**src/rtl/spi_div_pkg.sv**
```systemverilog
package spi_div_pkg;

  typedef enum logic [1:0] {
    SMP_HALF = 2'd0,
    SMP_NORM = 2'd1,
    SMP_LATE = 2'd2
  } smp_mode_e;

  // Normal sampling has priority over the late request.
  function automatic smp_mode_e pick_mode(input logic norm, input logic late);
    if (norm)      return SMP_NORM;
    else if (late) return SMP_LATE;
    else           return SMP_HALF;
  endfunction

endpackage

```
**src/rtl/spi_div_law.sv**
```systemverilog
module spi_div_law #(
  parameter int N_W    = 8,
  parameter int M_W    = 4,
  parameter int HALF_W = 15,
  localparam int CFG_W = N_W + M_W + 1
) (
  input  logic [CFG_W-1:0]  cfg,
  output logic [HALF_W-1:0] half_m1
);

  logic [N_W-1:0]    lin_n;
  logic [M_W-1:0]    pow_m;
  logic              lin_sel;
  logic [HALF_W-1:0] lin_half;
  logic [HALF_W-1:0] pow_half;
  logic [HALF_W-1:0] one_v;

  assign lin_n   = cfg[N_W-1:0];
  assign pow_m   = cfg[N_W+M_W-1:N_W];
  assign lin_sel = cfg[N_W+M_W];
  assign one_v   = {{(HALF_W-1){1'b0}}, 1'b1};

  generate
    if (HALF_W > N_W) begin : g_ext
      assign lin_half = {{(HALF_W-N_W){1'b0}}, lin_n};
    end else begin : g_fit
      assign lin_half = lin_n[HALF_W-1:0];
    end
  endgenerate

  // Half period minus one: 2^(M-1)-1 for M>=1, zero (every cycle) for M=0.
  always_comb begin
    if (pow_m == '0) pow_half = '0;
    else             pow_half = (one_v << (pow_m - 1'b1)) - one_v;
  end

  assign half_m1 = lin_sel ? lin_half : pow_half;

endmodule

```
**src/rtl/spi_div_count.sv**
```systemverilog
module spi_div_count
  import spi_div_pkg::*;
#(
  parameter int HALF_W = 15
) (
  input  logic              clk,
  input  logic              rst,
  input  logic              bus_en,
  input  logic [HALF_W-1:0] half_in,
  input  smp_mode_e         mode_in,
  output logic              wrap,
  output logic              lvl_q,
  output smp_mode_e         mode_q,
  output logic              tick_q,
  output logic              rise_q
);

  logic [HALF_W-1:0] cnt_q;
  logic [HALF_W-1:0] half_q;

  assign wrap = (cnt_q == half_q);

  always_ff @(posedge clk) begin
    if (rst || !bus_en) begin
      cnt_q  <= '0;
      lvl_q  <= 1'b0;
      tick_q <= 1'b0;
      rise_q <= 1'b0;
      half_q <= half_in;
      mode_q <= mode_in;
    end else begin
      tick_q <= wrap;
      rise_q <= wrap && !lvl_q;
      if (wrap) begin
        cnt_q  <= '0;
        lvl_q  <= !lvl_q;
        half_q <= half_in;
        mode_q <= mode_in;
      end else begin
        cnt_q  <= cnt_q + 1'b1;
      end
    end
  end

endmodule

```
**src/rtl/spi_div_sample.sv**
```systemverilog
module spi_div_sample
  import spi_div_pkg::*;
(
  input  logic      clk,
  input  logic      rst,
  input  logic      bus_en,
  input  logic      wrap,
  input  logic      lvl_q,
  input  smp_mode_e mode_q,
  output logic      stb_q
);

  logic seen_rise_q;
  logic hit;

  always_comb begin
    unique case (mode_q)
      SMP_NORM: hit = !lvl_q;
      SMP_LATE: hit = !lvl_q && seen_rise_q;
      default:  hit = lvl_q;
    endcase
  end

  always_ff @(posedge clk) begin
    if (rst || !bus_en) begin
      stb_q       <= 1'b0;
      seen_rise_q <= 1'b0;
    end else begin
      stb_q <= wrap && hit;
      if (wrap && !lvl_q) seen_rise_q <= 1'b1;
    end
  end

endmodule

```
**src/rtl/spi_clk_div.sv**
```systemverilog
module spi_clk_div
  import spi_div_pkg::*;
#(
  parameter int N_W = 8,
  parameter int M_W = 4,
  localparam int CFG_W  = N_W + M_W + 1,
  localparam int POW_W  = (1 << M_W) - 1,
  localparam int HALF_W = (POW_W > N_W + 1) ? POW_W : N_W + 1
) (
  input  logic             clk,
  input  logic             rst,
  input  logic             bus_en,
  input  logic [CFG_W-1:0] div_cfg,
  input  logic             smp_norm,
  input  logic             smp_late,
  output logic             sck_tick,
  output logic             sck_lvl,
  output logic             sck_rise,
  output logic             samp_stb
);

  logic [HALF_W-1:0] half_live;
  smp_mode_e         mode_live;
  smp_mode_e         mode_cur;
  logic              wrap;

  assign mode_live = pick_mode(smp_norm, smp_late);

  spi_div_law #(.N_W(N_W), .M_W(M_W), .HALF_W(HALF_W)) u_law (
    .cfg     (div_cfg),
    .half_m1 (half_live)
  );

  spi_div_count #(.HALF_W(HALF_W)) u_cnt (
    .clk     (clk),
    .rst     (rst),
    .bus_en  (bus_en),
    .half_in (half_live),
    .mode_in (mode_live),
    .wrap    (wrap),
    .lvl_q   (sck_lvl),
    .mode_q  (mode_cur),
    .tick_q  (sck_tick),
    .rise_q  (sck_rise)
  );

  spi_div_sample u_smp (
    .clk    (clk),
    .rst    (rst),
    .bus_en (bus_en),
    .wrap   (wrap),
    .lvl_q  (sck_lvl),
    .mode_q (mode_cur),
    .stb_q  (samp_stb)
  );

endmodule

```
**config.mk**
```make
export PLATFORM = sky130hd
export DESIGN_NAME = spi_clk_div
export DESIGN_NICKNAME = d
export VERILOG_FILES = /design/src/rtl/spi_div_pkg.sv /design/src/rtl/spi_div_law.sv /design/src/rtl/spi_div_count.sv /design/src/rtl/spi_div_sample.sv /design/src/rtl/spi_clk_div.sv
export SDC_FILE = /design/constraint.sdc
export NUM_CORES = 1
export LEC_CHECK = 0
export ABC_AREA = 1
export BUFFER_PORTS_ARGS = -buffer_cell sky130_fd_sc_hd__buf_2
export CORE_MARGIN = 2
export CORE_UTILIZATION = 34
export DETAILED_ROUTE_END_ITERATION = 16
export SYNTH_ARGS = -nofsm -noshare
export SYNTH_HDL_FRONTEND = slang
export SYNTH_HIERARCHICAL = 1
export SYNTH_SLANG_ARGS = --single-unit
```
**constraint.sdc**
```tcl
create_clock -name clk -period 1.8 [get_ports clk]
set_input_delay 0.45 -clock clk [delete_from_list [all_inputs] [get_ports clk]]
set_output_delay 0.45 -clock clk [all_outputs]
set_load 0.05 [all_outputs]
```
==> metrics.txt <==
gr usage total 12.4%; H-Tree Depth 2; die outline width 85.1 µm; postcts setup bufs 0; register area 911 µm²; initial antenna violation count 0; clk buf depth 2; area of the multi-input gates 1060 µm²; Post-DP Area 2500 µm²; share of cells above drive strength 1 18.7%; HP Class input pin to flop; Port Buffers 21; mapped cell area 2240 µm²; Max VDD drop 0.000460 V; clk_lat worst skew 0.29 ns; unrepaired setup endpoints after global routing no; WP buf/inv 0; crit-path cells nand2_1, nand2_1, nor2_1, nand2_1, nor2_2, nand2_2, nand2_8; fraction of registers with async set/reset 0%; DRC errors left 0; Clock Pin Slew Worst Setup and Hold Paths 0.08 ns; Fillers 647; wire length per cell 10.2 µm; Synth Net Count 328; Synth-to-Final Area Change 16.1%; Post-synth EDFFs 17; final-report setup violation count 0; Setup CP Type flop to flop; CTS tree done; cell family with most CP delay simple AND/OR/NAND/NOR gates; max-cap viol count 0; Max Clk Rate 630 MHz; synth top area cells edfxtp_1, dfxtp_1, nand2_1, inv_1, nor2_1; Num CTS Buffers 5; clock period minus worst slack 1.59 ns; # clock sinks 37; clk_skew 0.0115 ns; vias per cell 4.48; post-synth top area cell edfxtp_1; Pre-antenna DRT Iters 4; routability cong. 0.868; via count 1880; final design utilization 40.9%; diodes inserted 0; Main synth FF type dfxtp_1; initial DRC count 36; most frequent cells after synthesis nand2_1, inv_1, nor2_1, dfxtp_1, nand3_1; most used cell, CP nand2_1; most frequent cell after synthesis nand2_1; Remaining Overflow, GRT 0; Final #Nets 364; run status complete, no violations; synthesized instance count 306; DRT antenna net count 0; startpoint type of the worst setup path flop; Final Instance Area 2600 µm²; Worst Setup End Kind flop; CP max stage delay 0.43 ns; final hold slack 0.365 ns; post-synthesis cell type count 31; Leakage 1.23 nW; Max FO, Critical Path 26; Std-Cell Rows 29; CP required 1.78 ns; CP max-delay cell edfxtp_1; Synth top area share 22.8%; period utilisation layout 88.2%; first-pass GRT wire length 7130 µm; Synth warnings 6; CTS root buf clkbuf_8; HPWL after DPL 3330 µm; Worst Tran Pin Value 0.503 ns; Slew HR 66.3%; Initial Util 35.2%; final wirelength 4270 µm; P per Cell Area 694 nW/µm²; Final Hold Vio Count 0; vias in the first global route 1682; die area 7240 µm²; register area share after synthesis 40.7%; die height 85.1 µm; Syn Area/Cell 7.31 µm²; flops & latches, synth 37; largest net degree at the start of global routing 27; CP Data Arrival Time 1.57 ns; I/O pins 22; Core ar. 6350 µm²; Slew Limit Fails 0
## cells in the final DEF (no fill, tap or decap), drive strengths merged
cell | netlist | final
nand4 | 5 | 5
o2111ai | 1 | 1
xor2 | 12 | 12
nor2 | 54 | 54
buf | 5 | 35
a21oi | 5 | 5
inv | 58 | 59
xnor2 | 2 | 2
clkbuf | 1 | 7
a31oi | 1 | 1
dfxtp | 20 | 20
edfxtp | 17 | 17
a21o | 1 | 1
ha | 4 | 4
nand3 | 23 | 23
nor3 | 4 | 4
a22o | 1 | 1
o21ai | 9 | 9
nand2 | 83 | 83
## sequential cells by signal (all words and copies together), names as in the netlist
register and count:
u_smp/stb_q 1, u_cnt/mode_q 2, u_smp/seen_rise_q 1, u_cnt/tick_q 1, u_cnt/cnt_q 15, u_cnt/rise_q 1, u_cnt/lvl_q 1, u_cnt/half_q 15
## worst paths after layout
check                                      start                             end  slack (ns)  cells after the start
setup / recovery      u_cnt/half_q[12]$_DFFE_PP_       u_cnt/mode_q[0]$_DFFE_PP_        0.21                      7
hold / removal                          smp_norm       u_cnt/mode_q[0]$_DFFE_PP_        0.36                      1
setup reg to reg      u_cnt/half_q[12]$_DFFE_PP_       u_cnt/mode_q[0]$_DFFE_PP_        0.21                      7
hold reg to reg   u_smp/seen_rise_q$_SDFFE_PP0P_  u_smp/seen_rise_q$_SDFFE_PP0P_        0.48                      2
## report_power, final
group	internal, mW	switching, mW	total [mW]
Combinational	0.104	0.150	0.254
Clock	0.312	0.289	0.601
Sequential	0.924	0.0240	0.948
## what timing repair did
| action | in CTS | in global routing |
|---|---|---|
| endpoints found under the setup margin | 0 | 17 |
| resized for setup | 0 | 1 |
| hold buffers | 0 | 0 |
## routing by layer
metal / vias up / part of all wire [%] / track usage [%] / wire (µm)
met1: 824 / 47 / 14.7 / 2000
met5: - / 0 / 0 / 0
met2: 38 / 47 / 21.3 / 2020
met4: 0 / 1.9 / 5.63 / 82
met3: 8 / 4.1 / 2.82 / 174
li1: 1010 / - / - / -
## cells by family (layout without fill, tap and decap cells)
| logic type | count (synthesis) | after routing | share of synthesized area [%] |
|---|---|---|---|
| buffers and inverters | 64 | 101 | 12.4 |
| AND/OR/NAND/NOR | 169 | 169 | 33.8 |
| XOR/XNOR | 14 | 14 | 5.48 |
| AO/OA/AOI/OAI | 18 | 18 | 5.37 |
| flip-flops | 37 | 37 | 40.7 |
| adder cells (fa/ha/maj) | 4 | 4 | 2.24 |
## cell type report
class                           instances  share of cell area [%]
Tap cell                               77                    3.71
Timing Repair Buffer                   35                    8.57
Multi-Input combinational cell        205                    40.7
Inverter                               58                    8.38
Sequential cell                        37                    35.1
Clock inverter                          1                   0.241
Clock buffer                            7                    3.32
## metrics by stage
stage          setup slack (ns)  TNS (ns)  total power, mW  std cells
6_report                  0.213         0             1.80        420
2_1_floorplan            0.0884         0             1.14        306
4_1_cts                  0.0949         0             1.83        420
5_1_grt                  0.0775         0             1.89        420
3_3_place_gp             0.0459         0             1.22        412
3_5_place_dp           -0.00525  -0.00525             1.22        412
Note: power is estimated with default switching activity, not from simulation.
